File: src/rtl/drv_guard_pkg.sv
package drv_guard_pkg;

    typedef enum logic [1:0] {
        SUP_OK   = 2'd0,
        SUP_WAIT = 2'd1,
        SUP_FAIL = 2'd2
    } sup_state_e;

    typedef enum logic [1:0] {
        SC_IDLE = 2'd0,
        SC_TIME = 2'd1,
        SC_TRIP = 2'd2
    } sc_state_e;

endpackage

File: src/rtl/tick_gen.sv
module tick_gen #(
    parameter int TICK_DIV = 50000
) (
    input  logic clk,
    input  logic rst_n,
    output logic tick
);
    localparam int TW = (TICK_DIV > 1) ? $clog2(TICK_DIV) : 1;

    logic [TW-1:0] div_q;

    always_ff @(posedge clk or negedge rst_n) begin
        if (!rst_n) begin
            div_q <= '0;
        end else if (div_q == TW'(TICK_DIV - 1)) begin
            div_q <= '0;
        end else begin
            div_q <= div_q + TW'(1);
        end
    end

    assign tick = (div_q == TW'(TICK_DIV - 1));

endmodule

File: src/rtl/supply_watch.sv
module supply_watch
    import drv_guard_pkg::*;
#(
    parameter int DW         = 8,
    parameter int OV_LONG_T  = 30,
    parameter int OV_SHORT_T = 7,
    parameter int UV_T       = 20
) (
    input  logic clk,
    input  logic rst_n,
    input  logic tick,
    input  logic ov,
    input  logic uv,
    input  logic sel_long,
    output logic fail
);
    sup_state_e    state_q, state_d;
    logic [DW-1:0] cnt_q, cnt_d;
    logic [DW-1:0] lim;
    logic          fault;

    assign fault = ov | uv;
    assign lim   = ov ? (sel_long ? DW'(OV_LONG_T) : DW'(OV_SHORT_T)) : DW'(UV_T);

    always_ff @(posedge clk or negedge rst_n) begin
        if (!rst_n) begin
            state_q <= SUP_OK;
            cnt_q   <= '0;
        end else begin
            state_q <= state_d;
            cnt_q   <= cnt_d;
        end
    end

    always_comb begin
        state_d = state_q;
        cnt_d   = cnt_q;
        unique case (state_q)
            SUP_OK: begin
                cnt_d = '0;
                if (fault) state_d = SUP_WAIT;
            end
            SUP_WAIT: begin
                if (!fault) begin
                    state_d = SUP_OK;
                    cnt_d   = '0;
                end else if (tick) begin
                    if (cnt_q >= lim - DW'(1)) begin
                        state_d = SUP_FAIL;
                        cnt_d   = '0;
                    end else begin
                        cnt_d = cnt_q + DW'(1);
                    end
                end
            end
            SUP_FAIL: begin
                cnt_d = '0;
                if (!fault) state_d = SUP_OK;
            end
            default: state_d = SUP_OK;
        endcase
    end

    assign fail = (state_q == SUP_FAIL);

    // outputs come back one cycle after the supply returns to normal
    assert_fail_recover_R7: assert property (@(posedge clk) disable iff (!rst_n)
        (state_q == SUP_FAIL && !fault) |=> (state_q == SUP_OK));

    // the delay counter never passes the selected limit
    assert_wait_bound_R6: assert property (@(posedge clk) disable iff (!rst_n)
        (state_q == SUP_WAIT && fault) |-> (cnt_q < lim || lim == '0));

endmodule

File: src/rtl/short_guard.sv
module short_guard
    import drv_guard_pkg::*;
#(
    parameter int DW         = 8,
    parameter int SC_LONG_T  = 200,
    parameter int SC_SHORT_T = 25
) (
    input  logic clk,
    input  logic rst_n,
    input  logic tick,
    input  logic armed,
    input  logic flag,
    input  logic sel_long,
    input  logic clr,
    output logic en,
    output logic tripped
);
    sc_state_e     state_q, state_d;
    logic [DW-1:0] cnt_q, cnt_d;
    logic [DW-1:0] lim;

    assign lim = sel_long ? DW'(SC_LONG_T) : DW'(SC_SHORT_T);

    always_ff @(posedge clk or negedge rst_n) begin
        if (!rst_n) begin
            state_q <= SC_IDLE;
            cnt_q   <= '0;
        end else begin
            state_q <= state_d;
            cnt_q   <= cnt_d;
        end
    end

    always_comb begin
        state_d = state_q;
        cnt_d   = cnt_q;
        unique case (state_q)
            SC_IDLE: begin
                cnt_d = '0;
                if (armed && flag) state_d = SC_TIME;
            end
            SC_TIME: begin
                if (!armed || !flag) begin
                    state_d = SC_IDLE;
                    cnt_d   = '0;
                end else if (tick) begin
                    if (cnt_q >= lim - DW'(1)) begin
                        state_d = SC_TRIP;
                        cnt_d   = '0;
                    end else begin
                        cnt_d = cnt_q + DW'(1);
                    end
                end
            end
            SC_TRIP: begin
                cnt_d = '0;
                if (clr) state_d = SC_IDLE;
            end
            default: state_d = SC_IDLE;
        endcase
    end

    assign tripped = (state_q == SC_TRIP);
    assign en      = armed && (state_q != SC_TRIP);

    // a tripped switch stays tripped until a status reset
    assert_trip_hold_R8: assert property (@(posedge clk) disable iff (!rst_n)
        (state_q == SC_TRIP && !clr) |=> (state_q == SC_TRIP));

    // no trip without the short flag having been present while driven
    assert_trip_cause_R8: assert property (@(posedge clk) disable iff (!rst_n)
        (state_q != SC_TRIP && state_d == SC_TRIP) |-> (armed && flag));

endmodule

File: src/rtl/drv_guard_ctl.sv
module drv_guard_ctl #(
    parameter int NOUT       = 6,
    parameter int TICK_DIV   = 50000,
    parameter int OV_LONG_T  = 30,
    parameter int OV_SHORT_T = 7,
    parameter int UV_T       = 20,
    parameter int SC_LONG_T  = 200,
    parameter int SC_SHORT_T = 25
) (
    input  logic                clk,
    input  logic                rst_n,
    input  logic [2*NOUT+3:0]   cmd_word,
    input  logic                cmd_load,
    input  logic                wake_pin,
    input  logic [NOUT-1:0]     hs_short,
    input  logic [NOUT-1:0]     ls_short,
    input  logic [NOUT-1:0]     hs_open,
    input  logic [NOUT-1:0]     ls_open,
    input  logic                sup_ov,
    input  logic                sup_uv,
    input  logic                temp_warn,
    input  logic                temp_shut,
    output logic [NOUT-1:0]     hs_en,
    output logic [NOUT-1:0]     ls_en,
    output logic [2*NOUT+3:0]   status
);
    localparam int CW      = 2 * NOUT + 4;
    localparam int B_CLR   = 0;
    localparam int B_OLOFF = CW - 3;
    localparam int B_LONG  = CW - 2;
    localparam int B_RUN   = CW - 1;
    localparam int B_SCD   = CW - 3;
    localparam int B_STBY  = CW - 2;
    localparam int B_PSF   = CW - 1;
    localparam int MAX_A   = (OV_LONG_T > OV_SHORT_T) ? OV_LONG_T : OV_SHORT_T;
    localparam int MAX_B   = (SC_LONG_T > SC_SHORT_T) ? SC_LONG_T : SC_SHORT_T;
    localparam int MAX_C   = (MAX_A > MAX_B) ? MAX_A : MAX_B;
    localparam int MAX_T   = (MAX_C > UV_T) ? MAX_C : UV_T;
    localparam int DW      = $clog2(MAX_T + 1);
    localparam logic [CW-1:0] CMD_RST = {3'b111, {(CW-3){1'b0}}};

    logic [CW-1:0]   cmd_q;
    logic            tick;
    logic            sup_fail;
    logic            psf_q, scd_q, ot_q;
    logic            srr;
    logic            stby;
    logic            block;
    logic [NOUT-1:0] hs_trip, ls_trip;
    logic            any_trip;

    assign srr = cmd_load & cmd_word[B_CLR];

    always_ff @(posedge clk or negedge rst_n) begin
        if (!rst_n) begin
            cmd_q <= CMD_RST;
            psf_q <= 1'b0;
            scd_q <= 1'b0;
            ot_q  <= 1'b0;
        end else begin
            if (cmd_load) cmd_q <= cmd_word;
            psf_q <= sup_fail | (psf_q & ~srr);
            scd_q <= ~srr & (scd_q | any_trip);
            ot_q  <= temp_shut | (ot_q & ~srr);
        end
    end

    tick_gen #(.TICK_DIV(TICK_DIV)) u_tick (
        .clk  (clk),
        .rst_n(rst_n),
        .tick (tick)
    );

    supply_watch #(
        .DW        (DW),
        .OV_LONG_T (OV_LONG_T),
        .OV_SHORT_T(OV_SHORT_T),
        .UV_T      (UV_T)
    ) u_supply (
        .clk     (clk),
        .rst_n   (rst_n),
        .tick    (tick),
        .ov      (sup_ov),
        .uv      (sup_uv),
        .sel_long(cmd_q[B_LONG]),
        .fail    (sup_fail)
    );

    assign stby  = ~cmd_q[B_RUN] | ~wake_pin;
    assign block = stby | sup_fail | ot_q;

    for (genvar k = 0; k < NOUT; k++) begin : g_sw
        short_guard #(
            .DW        (DW),
            .SC_LONG_T (SC_LONG_T),
            .SC_SHORT_T(SC_SHORT_T)
        ) u_ls (
            .clk     (clk),
            .rst_n   (rst_n),
            .tick    (tick),
            .armed   (cmd_q[2*k+1] & ~block),
            .flag    (ls_short[k]),
            .sel_long(cmd_q[B_LONG]),
            .clr     (srr),
            .en      (ls_en[k]),
            .tripped (ls_trip[k])
        );
        short_guard #(
            .DW        (DW),
            .SC_LONG_T (SC_LONG_T),
            .SC_SHORT_T(SC_SHORT_T)
        ) u_hs (
            .clk     (clk),
            .rst_n   (rst_n),
            .tick    (tick),
            .armed   (cmd_q[2*k+2] & ~block),
            .flag    (hs_short[k]),
            .sel_long(cmd_q[B_LONG]),
            .clr     (srr),
            .en      (hs_en[k]),
            .tripped (hs_trip[k])
        );
    end

    assign any_trip = |{hs_trip, ls_trip};

    always_comb begin
        status = '0;
        if (ot_q) begin
            status = '1;
        end else begin
            status[0] = temp_warn;
            for (int k = 0; k < NOUT; k++) begin
                if (cmd_q[B_OLOFF]) begin
                    status[2*k+1] = ls_en[k];
                    status[2*k+2] = hs_en[k];
                end else begin
                    status[2*k+1] = ~ls_en[k] & ls_open[k];
                    status[2*k+2] = ~hs_en[k] & hs_open[k];
                end
            end
            status[B_SCD]  = scd_q;
            status[B_STBY] = stby;
            status[B_PSF]  = psf_q;
        end
    end

    // standby forces every switch off
    assert_standby_off_R3: assert property (@(posedge clk) disable iff (!rst_n)
        (!wake_pin || !cmd_q[B_RUN]) |-> (hs_en == '0 && ls_en == '0));

    // the power-fail bit holds without a status reset
    assert_psf_sticky_R7: assert property (@(posedge clk) disable iff (!rst_n)
        (status[B_PSF] && !(cmd_load && cmd_word[B_CLR])) |=> status[B_PSF]);

    // overtemperature shutdown reads as all ones on the next cycle
    assert_ot_all_high_R10: assert property (@(posedge clk) disable iff (!rst_n)
        temp_shut |=> (status == '1 && hs_en == '0 && ls_en == '0));

    // the short bit, once set, holds without a status reset
    assert_scd_sticky_R8: assert property (@(posedge clk) disable iff (!rst_n)
        (scd_q && !(cmd_load && cmd_word[B_CLR])) |=> scd_q);

endmodule

File: config.mk
export PLATFORM = sky130hd
export DESIGN_NAME = drv_guard_ctl
export DESIGN_NICKNAME = d
export VERILOG_FILES = /design/src/rtl/drv_guard_pkg.sv /design/src/rtl/tick_gen.sv /design/src/rtl/supply_watch.sv /design/src/rtl/short_guard.sv /design/src/rtl/drv_guard_ctl.sv
export SDC_FILE = /design/constraint.sdc
export NUM_CORES = 1
export LEC_CHECK = 0
export BUFFER_PORTS_ARGS = -buffer_cell sky130_fd_sc_hd__clkbuf_2
export CAP_MARGIN = 20
export CORE_ASPECT_RATIO = 1.2
export CORE_MARGIN = 2
export CORE_UTILIZATION = 55
export DETAILED_ROUTE_END_ITERATION = 16
export GPL_TIMING_DRIVEN = 0
export PLACE_DENSITY = 0.85
export SYNTH_ARGS = -nofsm -noshare
export SYNTH_HDL_FRONTEND = slang
export SYNTH_SLANG_ARGS = --single-unit
File: constraint.sdc
create_clock -name clk -period 8.77 [get_ports clk]
set_input_delay 0.4385 -clock clk [delete_from_list [all_inputs] [get_ports clk]]
set_output_delay 0.4385 -clock clk [all_outputs]
set_load 0.01 [all_outputs]
Yosys cells after proc, flatten, opt, wreduce, memory -nomap -nowiden

Cells that the tools add are included.

Logic and storage cells: 458
Input port bits: 48
Output and inout bits: 28
Bits in registers: 165

Muxes and demuxes: 130
$add $sub $neg: 16
Reduce and logical (&&, ||, !) cells: 126
Order comparisons: 13
Equality and inequality tests: 91
Bitwise operators: 51

Operator list:

| cell                                                                  | count |
|---|---|
| 8-bit 2-to-1 mux                                                      | 41 |
| 8-bit case mux with 2 select lines                                    | 13 |
| 2-bit 2-to-1 mux                                                      | 60 |
| 8-bit by 1-bit adder with 8-bit output, second input constant         | 13 |
| 8-bit >= comparator                                                   | 13 |
| 2-bit case mux with 3 select lines                                    | 13 |
| 4-bit AND reduction                                                   | 13 |
| 2-bit != test, second input constant                                  | 25 |
| 3-bit by 1-bit != test with 1-bit output, second input constant       | 14 |
| 3-bit by 2-bit != test with 1-bit output, second input constant       | 11 |
| 16-bit 2-to-1 mux                                                     | 2 |
| 1-bit bitwise AND                                                     | 28 |
| 2-bit by 1-bit equality test with 1-bit output, second input constant | 13 |
| 2-bit equality test, second input constant                            | 13 |
| 2-bit logical NOT                                                     | 13 |
| 2-bit by 1-bit != test with 1-bit output, second input constant       | 13 |
| 2-bit AND reduction                                                   | 13 |
| 2-bit nonzero test                                                    | 13 |
| 2-bit OR reduction                                                    | 13 |
| 1-bit logical AND                                                     | 24 |
| 1-bit logical NOT                                                     | 24 |
| 16-bit by 1-bit adder with 16-bit output, second input constant       | 1 |
| 16-bit equality test, second input constant                           | 1 |
| 1-bit inverter                                                        | 16 |
| other kinds (6)                                                       | 24 |

Depth between registers and ports, before layout

Gate-level depths: netlist (run 1).

Depth after elaboration: 11
Mapped depth: 9

By module

Synthesis (run 1) repeated with hierarchy kept, for this count alone.

Cells, all modules: 1222
Area total of the unflattened synthesis: 10975.5 um^2

Modules (own cells, without submodules):

| module        | area each (um^2) | cells an instance | sequential area each (um^2) | instances |
|---|---|---|---|---|
| short_guard   | 709.4            | 81                | 250.2                       | 12 |
| drv_guard_ctl | 1032.2           | 114               | 454.2                       | 1 |
| tick_gen      | 764.5            | 67                | 400.4                       | 1 |
| supply_watch  | 665.6            | 69                | 250.2                       | 1 |

Worst setup path after synthesis (run 1)

Ideal clock, no wire load.

Kind: reg2reg
Start point: register cmd_q[14]
End point: register g_sw[0].u_ls.cnt_q[3]
Library setup time: 83 ps
Cell stages (with the launch flop): 8
Path slack: 5225 ps
Required time: 8687 ps
Arrival: 3462 ps
Cells stage by stage: dfstp_2 inv_1 ha_1 and4b_1 a211o_1 a31oi_1 nand3b_1 o22ai_1

Longest elaborated chain between the ends: 7

Ends and longest elaborated chain:

| element                                     | line                | source |
|---|---|---|
| start: declaration                          | drv_guard_ctl.sv:42 | `logic [CW-1:0] cmd_q;` |
| start signal: assignment                    | drv_guard_ctl.sv:61 | `if (cmd_load) cmd_q <= cmd_word;` |
| 8-bit 2-to-1 mux                            | short_guard.sv:22   | `assign lim = sel_long ? DW'(SC_LONG_T) : DW'(SC_SHORT_T);` |
| 8-bit by 1-bit subtractor with 8-bit output | short_guard.sv:47   | `if (cnt_q >= lim - DW'(1)) begin` |
| 8-bit >= comparator                         | short_guard.sv:47   |  |
| 8-bit 2-to-1 mux                            | short_guard.sv:47   |  |
| 8-bit 2-to-1 mux                            | short_guard.sv:46   | `end else if (tick) begin` |
| 8-bit 2-to-1 mux                            | short_guard.sv:43   | `if (!armed \|\| !flag) begin` |
| 8-bit case mux with 2 select lines          | short_guard.sv:37   | `unique case (state_q)` |
| end signal: assignment                      | short_guard.sv:30   | `cnt_q <= cnt_d;` |
| end: declaration                            | short_guard.sv:19   | `logic [DW-1:0] cnt_q, cnt_d;` |

No other way between the ends. The select of a mux whose other input is x is not followed.
A chain may end at the register's enable or synchronous reset.

Final worst setup path (run 1)

Start point: register cmd_q[14]
End point: register g_sw[3].u_hs.cnt_q[7]

Longest elaborated chain between the ends: 7

Ends and longest elaborated chain:

| element                                     | line |
|---|---|
| 8-bit 2-to-1 mux                            | short_guard.sv:22 |
| 8-bit by 1-bit subtractor with 8-bit output | short_guard.sv:47 |
| 8-bit >= comparator                         | short_guard.sv:47 |
| 8-bit 2-to-1 mux                            | short_guard.sv:47 |
| 8-bit 2-to-1 mux                            | short_guard.sv:46 |
| 8-bit 2-to-1 mux                            | short_guard.sv:43 |
| 8-bit case mux with 2 select lines          | short_guard.sv:37 |
| end signal: assignment                      | short_guard.sv:30 |
| end: declaration                            | short_guard.sv:19 |

No other way between the ends. The select of a mux whose other input is x is not followed.

==> results.json, run 1 <==
{
  "status": "finished with violations",
  "violations": "hold timing",
  "leakage_nw": 5.914,
  "die_area_um2": 20860,
  "synthDominantCellAreaShare_pct": 37.16,
  "synth_flop_cell": "dfrtp_1",
  "place_ws_ns": 4.501,
  "vias": 9809,
  "seqPwrFrac_pct": 44.8,
  "worstSkewPairLatency_ns": 0.43,
  "rsz0062_at_grt": "false",
  "diodes": 0,
  "power_density_nw_per_um2": 142.6,
  "cts_setup_buffers": 0,
  "rr_worst_depth": 8,
  "yosys-top-cells-area": "dfrtp_1 37%, ha_1 12%, nand2_1 4.3%",
  "num_rows": 56,
  "reg2reg_to": "g_sw[3].u_hs.cnt_q[7]$_DFFE_PN0P_",
  "clockRootBuffer": "clkbuf_16",
  "path_clk_slew_ns": 0.06,
  "wirelength_um": 28280,
  "worst-r2r-setup-slack_ns": 4.44,
  "crit_path_end_kind": "flop",
  "dp_cells": 1477,
  "peakVddDrop_mv": 0.1381,
  "power.total_mw": 1.746,
  "worst-path-max-fanout": 39,
  "cp_top_family": "flip-flops",
  "fin_crit_ns": 4.327,
  "drive_gt1_share_pct": 13.62,
  "clock_sinks": 164,
  "clockPowerShare_pct": 46.9,
  "port_buffers": 74,
  "ant_nets": 0,
  "syn_avg_cell_area_um2": 9.511,
  "gp_congestion": 0.9173,
  "max_slew.worst_pin.slew_ns": 1.092,
  "synth_top_cell_by_area": "dfrtp_1",
  "r2r-start": "cmd_q[14]$_DFFE_PN1P_",
  "syn_area_um2": 10840,
  "p_sw_mw": 0.4132,
  "max-clock-path-buffers": 2,
  "power.internal_mw": 1.333,
  "htreeDepth": 4,
  "crit_buf_inv": 2,
  "max_freq_mhz": 231.1,
  "gr-total-overflow": 0,
  "dp_hpwl_um": 19670,
  "finalNonFillerCells": 1509,
  "start_util_pct": 55.87,
  "switching_share_pct": 23.66,
  "synth-seq-cells": 164,
  "syn_to_final_growth_pct": 12.90,
  "via_per_inst": 6.500,
  "numCtsBuffers": 17,
  "hold_violations": 2,
  "syn_nets": 1291,
  "first_iter_violations": 1009,
  "drv_slew": 0,
  "cap_violations": 0,
  "critPathLaunchType": "flop",
  "layout_commonest_cell": "dfrtp_1",
  "remaining_drc_errors": 0,
  "die_y_um": 157.8,
  "synth_edf_count": 0,
  "final_util_pct": 63.07,
  "netlist_instances": 1140,
  "async_reset_ff_share_pct": 100.0,
  "fin_area_um2": 12240,
  "yosysSeqAreaShare_pct": 37.88,
  "core_um2": 19410,
  "worstHoldPathType": "input port to async pin",
  "wire_per_inst_um": 18.74,
  "grt_pass1_wl_um": 46310,
  "final.period_utilization_pct": 49.34,
  "io_pins": 76,
  "grt_max_degree": 102,
  "tns_ns": 0,
  "grt_pass1_vias": 9412,
  "setup_viol": 0,
  "grtUsageTotal_pct": 27.71,
  "nNetsFinal": 1386,
  "yosysWarnings": 0,
  "placed_area_um2": 11600,
  "final_cell_mix": "161 x dfrtp_1, 124 x nand2_1, 103 x ha_1",
  "die_w_um": 132.2,
  "cts-hold-fix-buffers": 0,
  "synth.distinct_cells": 64,
  "crit_chain": "inv_2, buf_12, ha_1, and4b_1, a211oi_1, o21ai_1, nor3_1, a221o_1",
  "cpPeakStageDelay_ns": 1.26,
  "ctsResizeCount": 0,
  "arrival_ns": 4.70,
  "cts_tree": "built",
  "antenna_found_initial": 1,
  "layout_setup_ws_ns": 4.443,
  "criticalPathCategory": "flop to flop",
  "crit_slowest_cell": "dfstp_2",
  "first_pass_iters": 5,
  "finClkSkew_ns": 0.006097,
  "whs_ns": -0.003159,
  "comb_power_share_pct": 8.3,
  "worstPathRequired_ns": 9.14,
  "slew_headroom_pct": 27.23
}
-- cell usage after synthesis (all sizes together), types with 11 or more instances --
master	count
a221o	29
and2	12
nor3b	15
xnor2	17
a211oi	11
nor2	60
o21ai	80
a211o	13
o2111ai	11
xor2	11
nand2	124
and4b	12
inv	27
dfrtp	161
nor4	13
buf	23
a21o	24
a31oi	17
mux2	15
ha	103
nor2b	28
a21oi	14
nand4	15
o211a	12
nor3	45
nand3	52
and3	42
clkbuf	14
a22o	42
nand2b	21
-- worst reg2reg max path: cells and delay by family (launching register included) --
kind            cells  cell delay, ns
flops               1            1.26
buf+inv             2            0.78
simple gates        2            0.92
compound gates      3            0.96
fa+ha+maj           1            0.36
-- area by class of cell --
type	count	area, um2
Clock inverter	9	147.6
Fill cell	1558	7167
Timing Repair Buffer	76	426.7
Sequential cell	164	4108
Tap cell	261	326.6
Clock buffer	23	498.0
Buffer	37	210.2
Multi-Input combinational cell	912	6424
Inverter	27	101.3
-- sequential cells by signal, summed over array words and instances (netlist names), 2 cells and up --
register,cells
cmd_q,15
g_sw.u_ls.state_q,12
g_sw.u_hs.state_q,12
g_sw.u_hs.cnt_q,48
g_sw.u_ls.cnt_q,48
u_supply.cnt_q,8
u_tick.div_q,16
u_supply.state_q,2
-- power groups by stage --
stage / clock (mW) / sequential (mW) / combinational (mW)
6_report: 0.819 / 0.782 / 0.146
5_1_grt: 0.860 / 0.782 / 0.163
4_1_cts: 0.825 / 0.781 / 0.146
3_5_place_dp: 0 / 0.795 / 0.145
3_3_place_gp: 0 / 0.794 / 0.134
2_1_floorplan: 0 / 0.788 / 0.0789
-- routing by layer --
| metal | GRT usage, % | vias up | wire length (um) |
|---|---|---|---|
| met5 | 0 | - | 11 |
| met4 | 13.47 | 2 | 1035 |
| met3 | 6.020 | 74 | 2167 |
| met2 | 46.53 | 412 | 13590 |
| met1 | 34.13 | 4799 | 11480 |
| li1 | - | 4522 | - |
-- how the worst max path moves through the flow --
stage	start	to	cells past startpoint
finish	cmd_q[14]$_DFFE_PN1P_	g_sw[3].u_hs.cnt_q[7]$_DFFE_PN0P_	8
detailed placement	cmd_q[14]$_DFFE_PN1P_	g_sw[3].u_hs.cnt_q[3]$_DFFE_PN0P_	8
global route	cmd_q[14]$_DFFE_PN1P_	g_sw[3].u_hs.cnt_q[2]$_DFFE_PN0P_	8
CTS	cmd_q[14]$_DFFE_PN1P_	g_sw[3].u_hs.cnt_q[7]$_DFFE_PN0P_	8
global placement	cmd_q[14]$_DFFE_PN1P_	g_sw[0].u_ls.cnt_q[2]$_DFFE_PN0P_	7
floorplan	cmd_q[14]$_DFFE_PN1P_	g_sw[0].u_ls.cnt_q[3]$_DFFE_PN0P_	7
-- cell families (layout without fill, tap and decap cells) --
logic type / after synthesis / in the layout / share of synthesized area (%)
flip-flops: 164 / 164 / 37.88
AND/OR/NAND/NOR: 479 / 479 / 23.82
adder cells (fa/ha/maj): 103 / 103 / 11.89
XOR/XNOR: 28 / 28 / 2.262
buffers and inverters: 64 / 172 / 2.873
AO/OA/AOI/OAI: 287 / 287 / 19.72
multiplexers: 15 / 15 / 1.558
No activity file was read; power rests on OpenSTA's default activity.
==> run 2, diff against run 1 <==
Settings changed: PLACE_DENSITY 0.85 to 0.88.
Clock period 8.77 ns to 3.6 ns, I/O delays scaled along.
==> results.json, run 2 (synthesis gave the netlist of run 1 again) <==
{
  "place_ws_ns": -0.6472,
  "ant_nets": 0,
  "first_pass_iters": 7,
  "die_y_um": 157.8,
  "cp_top_family": "compound AO/OA/AOI/OAI gates",
  "fin_crit_ns": 3.524,
  "remaining_drc_errors": 0,
  "dp_hpwl_um": 19710,
  "worstHoldPathType": "input port to flop",
  "antenna_found_initial": 0,
  "nNetsFinal": 1400,
  "peakVddDrop_mv": 0.3520,
  "max-clock-path-buffers": 2,
  "wirelength_um": 28700,
  "grt_max_degree": 115,
  "arrival_ns": 3.88,
  "cts_tree": "built",
  "finClkSkew_ns": 0.006263,
  "setup_viol": 0,
  "diodes": 0,
  "criticalPathCategory": "flop to flop",
  "path_clk_slew_ns": 0.07,
  "crit_slowest_cell": "dfstp_4",
  "crit_path_end_kind": "flop",
  "layout_setup_ws_ns": 0.07634,
  "vias": 9811,
  "worstSkewPairLatency_ns": 0.44,
  "max_freq_mhz": 283.8,
  "drv_slew": 0,
  "cpPeakStageDelay_ns": 0.86,
  "core_um2": 19410,
  "critPathLaunchType": "flop",
  "die_w_um": 132.2,
  "grt_pass1_wl_um": 46670,
  "leakage_nw": 5.959,
  "grtUsageTotal_pct": 28.10,
  "clockRootBuffer": "clkbuf_16",
  "final_cell_mix": "161 x dfrtp_1, 124 x nand2_1, 103 x ha_1",
  "via_per_inst": 6.442,
  "first_iter_violations": 883,
  "die_area_um2": 20860,
  "reg_top3": "g_sw.u_hs.cnt_q (48), g_sw.u_ls.cnt_q (48), u_tick.div_q (16)",
  "worst-path-max-fanout": 25,
  "port_buffers": 74,
  "layout_commonest_cell": "dfrtp_1",
  "crit_buf_inv": 2,
  "worstPathRequired_ns": 3.96,
  "grt_pass1_vias": 9441,
  "tns_ns": 0,
  "io_pins": 76,
  "drive_gt1_share_pct": 13.95,
  "crit_chain": "inv_2, buf_12, ha_1, and4b_1, a211oi_1, o21ai_0, or3b_1, o21ai_0",
  "cpMostUsedCell": "o21ai_0",
  "clock_sinks": 164,
  "num_rows": 56,
  "htreeDepth": 4,
  "power.total_mw": 4.190,
  "cap_violations": 0,
  "slew_headroom_pct": 41.39,
  "rsz0062_at_grt": "false",
  "max_slew.worst_pin.slew_ns": 0.8792,
  "numCtsBuffers": 17,
  "syn_to_final_growth_pct": 14.14,
  "power_density_nw_per_um2": 338.6,
  "gr-total-overflow": 0,
  "start_util_pct": 55.87,
  "wire_per_inst_um": 18.84,
  "final.period_utilization_pct": 97.88,
  "hold_violations": 0,
  "gp_congestion": 0.8568,
  "status": "completed"
}
run 2: cell types whose count changed in the layout (fill, tap and decap cells not counted), sizes merged:
| cell | delta |
|---|---|
| clkinvlp | +2 |
| inv | +1 |
| clkbuf | -4 |
| dlygate4sd3 | +13 |
| clkinv | +2 |
| bufinv | -1 |
| buf | +1 |
run 2: worst reg2reg max path: cells and delay by family (launching register included):
family,cells,cell delay [ns]
adders and majority gates,1,0.33
DFF,1,0.86
buffers and inverters,2,0.65
AOI/OAI and AO/OA,3,0.92
and+or+nand+nor,2,0.67
run 2: repair_timing:
| action | CTS | global route |
|---|---|---|
| pin swaps | 0 | 0 |
| hold buffers | 11 | 2 |
| gates resized for setup | 4 | 2 |
| setup buffers | 1 | 0 |
| endpoints found under the hold margin | 59 | 2 |
| gates cloned | 0 | 0 |
| setup endpoints to repair | 96 | 1 |
run 2: final cells by class:
class | instances | area (um2)
sequential | 164 | 4111
clock buffer | 19 | 452.9
buffer | 37 | 211.5
multi-input combinational | 912 | 6440
inverter | 27 | 101.3
clock inverter | 13 | 155.1
tap | 261 | 326.6
timing repair buffer | 90 | 576.8
fill | 1515 | 7033
run 2: worst paths after layout:
path	from	endpoint	slack, ns	cells after the start
worst max-delay path	cmd_q[14]$_DFFE_PN1P_	g_sw[1].u_ls.cnt_q[0]$_DFFE_PN0P_	0.08	8
min in group asynchronous	rst_n	g_sw[3].u_hs.cnt_q[5]$_DFFE_PN0P_	0.24	2
max in group asynchronous	rst_n	g_sw[3].u_ls.cnt_q[4]$_DFFE_PN0P_	2.45	3
worst max register to register	cmd_q[14]$_DFFE_PN1P_	g_sw[1].u_ls.cnt_q[0]$_DFFE_PN0P_	0.08	8
worst min register to register	u_tick.div_q[7]$_DFF_PN0_	u_tick.div_q[7]$_DFF_PN0_	0.50	1
worst min-delay path	cmd_word[11]	cmd_q[11]$_DFFE_PN0P_	0.002	2
run 2: metal layers:
metal | vias to the layer above | track usage (%) | wire length, um
met4 | 0 | 13.31 | 1038
met2 | 430 | 47.07 | 13580
met1 | 4748 | 35.16 | 11610
met3 | 88 | 5.604 | 2472
met5 | - | 0 | 0
li1 | 4545 | - | -
run 2: metrics by stage:
stage                     utilization (%)  instance area (um2)  std cells  hold slack, ns
after floorplan                         -                10840       1140         -0.1156
after global placement              59.46                11540       1475          0.3598
after detailed placement            59.75                11600       1477          0.1649
after CTS                           63.65                12350       1521        0.002014
after global routing                63.76                12380       1523        0.007606
final                               63.76                12380       1523        0.001642
run 2: report_power, final:
group / internal, mW / total (mW) / leakage (nW) / switching (mW)
registers: 1.87 / 1.90 / 2.23 / 0.0305
logic: 0.146 / 0.387 / 3.43 / 0.241
clock network: 1.12 / 1.91 / 0.295 / 0.783
==> run 3, diff against run 2 <==
Settings changed: RECOVER_POWER set to 50.
==> results.json, run 3 (synthesis gave the netlist of run 1 again) <==
{
  "clockRootBuffer": "clkbuf_16",
  "core_um2": 19410,
  "via_per_inst": 6.426,
  "final_cell_mix": "161 x dfrtp_1, 124 x nand2_1, 103 x ha_1",
  "wl_met1_um": 11610,
  "fin_crit_ns": 3.519,
  "worstHoldPathType": "input port to flop",
  "leakage_nw": 5.951,
  "first_pass_iters": 5,
  "final.period_utilization_pct": 97.75,
  "finClkSkew_ns": 0.007322,
  "fin_area_um2": 12360,
  "cap_violations": 1,
  "grtUsageTotal_pct": 28.10,
  "power_density_nw_per_um2": 338.6,
  "ant_nets": 0,
  "max-clock-path-buffers": 2,
  "cts_tree": "built",
  "worst-path-max-fanout": 25,
  "switching_share_pct": 25.13,
  "slew_headroom_pct": -97.63,
  "placed_area_um2": 11600,
  "vias": 9787,
  "wire_per_inst_um": 18.80,
  "clockPowerShare_pct": 45.5,
  "fillerInstances": 1517,
  "nNetsFinal": 1400,
  "setup_viol": 0,
  "rsz0062_at_grt": "false",
  "die_y_um": 157.8,
  "power.internal_mw": 3.134,
  "grt_pass1_vias": 9441,
  "violations": "capacitance limit, slew limit",
  "p_sw_mw": 1.052,
  "worstSkewPairLatency_ns": 0.44,
  "arrival_ns": 3.88,
  "finalNonFillerCells": 1523,
  "numCtsBuffers": 17,
  "seqPwrFrac_pct": 45.3,
  "layout_setup_ws_ns": 0.08100,
  "worstPathRequired_ns": 3.96,
  "grt_pass1_wl_um": 46670,
  "wl_met2_um": 13530,
  "gr-total-overflow": 0,
  "num_rows": 56,
  "hold_violations": 0,
  "antenna_found_initial": 0,
  "grt_max_degree": 115,
  "drive_gt1_share_pct": 13.79,
  "die_w_um": 132.2,
  "remaining_drc_errors": 0,
  "dp_hpwl_um": 19710,
  "status": "finished with violations",
  "crit_path_end_kind": "flop",
  "die_area_um2": 20860,
  "power.total_mw": 4.186,
  "path_clk_slew_ns": 0.07,
  "gp_congestion": 0.8568,
  "criticalPathCategory": "flop to flop",
  "comb_power_share_pct": 9.2,
  "tns_ns": 0,
  "max_slew.worst_pin.slew_ns": 2.964,
  "htreeDepth": 4,
  "max_freq_mhz": 284.2,
  "syn_to_final_growth_pct": 14.03,
  "io_pins": 76,
  "drv_slew": 51,
  "wirelength_um": 28640,
  "diodes": 0,
  "peakVddDrop_mv": 0.3545,
  "routed.top_layer": "met4",
  "reg_top3": "g_sw.u_hs.cnt_q (48), g_sw.u_ls.cnt_q (48), u_tick.div_q (16)",
  "critPathLaunchType": "flop",
  "first_iter_violations": 867,
  "final_util_pct": 63.71,
  "clock_sinks": 164,
  "dp_cells": 1477,
  "whs_ns": 0.0009743,
  "port_buffers": 74,
  "wl_met3_um": 2396,
  "start_util_pct": 55.87,
  "place_ws_ns": -0.6472,
  "layout_commonest_cell": "dfrtp_1"
}
-- run 3: changes by cell type in the layout (fill, tap and decap cells not counted) --
cell,previous run,this run
and2_0,0,1
and2_1,12,11
buf_2,6,5
clkbuf_1,13,15
clkbuf_8,3,2
-- run 3: path summary, 6_finish.rpt --
path | slack, ns | start | depth (start not counted) | to
worst min-delay path | 0.001 | cmd_word[11] | 2 | cmd_q[11]$_DFFE_PN0P_
min in group asynchronous | 1.24 | rst_n | 2 | g_sw[3].u_hs.cnt_q[5]$_DFFE_PN0P_
worst max register to register | 0.08 | cmd_q[14]$_DFFE_PN1P_ | 8 | g_sw[1].u_ls.cnt_q[0]$_DFFE_PN0P_
max in group asynchronous | 0.68 | rst_n | 2 | cmd_q[2]$_DFFE_PN0P_
worst min register to register | 0.49 | u_tick.div_q[0]$_DFF_PN0_ | 1 | u_tick.div_q[0]$_DFF_PN0_
worst max-delay path | 0.08 | cmd_q[14]$_DFFE_PN1P_ | 8 | g_sw[1].u_ls.cnt_q[0]$_DFFE_PN0P_
-- run 3: timing repair --
item / in CTS / in global routing
setup buffers: 1 / 0
setup endpoints to repair: 96 / 1
pin swaps: 0 / 0
resized for setup: 4 / 2
hold buffers: 11 / 2
hold endpoints to repair: 59 / 2
-- run 3: layout make-up --
type	count	area (um2)	area share, %
tap	261	326.6	2.641
buffer	37	210.2	1.700
clock buffer	19	452.9	3.663
timing repair buffer	90	566.8	4.584
clock inverter	13	155.1	1.255
multi-input combinational	912	6440	52.08
inverter	27	101.3	0.8197
sequential	164	4111	33.25
-- run 3: power groups by stage --
| stage | logic, mW | clock network [mW] | registers, mW |
|---|---|---|---|
| after CTS | 0.383 | 1.92 | 1.90 |
| final | 0.386 | 1.90 | 1.90 |
| after floorplan | 0.192 | 0 | 1.92 |
| after detailed placement | 0.354 | 0 | 1.93 |
| after global routing | 0.428 | 2.01 | 1.90 |
| after global placement | 0.327 | 0 | 1.93 |
-- run 3: layer usage --
metal	GRT usage [%]	vias to the layer above
met1	35.16	4731
met3	5.604	96
met2	47.07	418
met5	0	-
li1	-	4542
met4	13.31	0
-- run 3: critical path: stages, from the launching register on --
cell      delay (ns)
dfstp_4         0.86
inv_2           0.35
buf_12          0.29
ha_1            0.32
and4b_1         0.22
a211oi_1        0.44
o21ai_0         0.31
or3b_1          0.45
o21ai_0         0.18
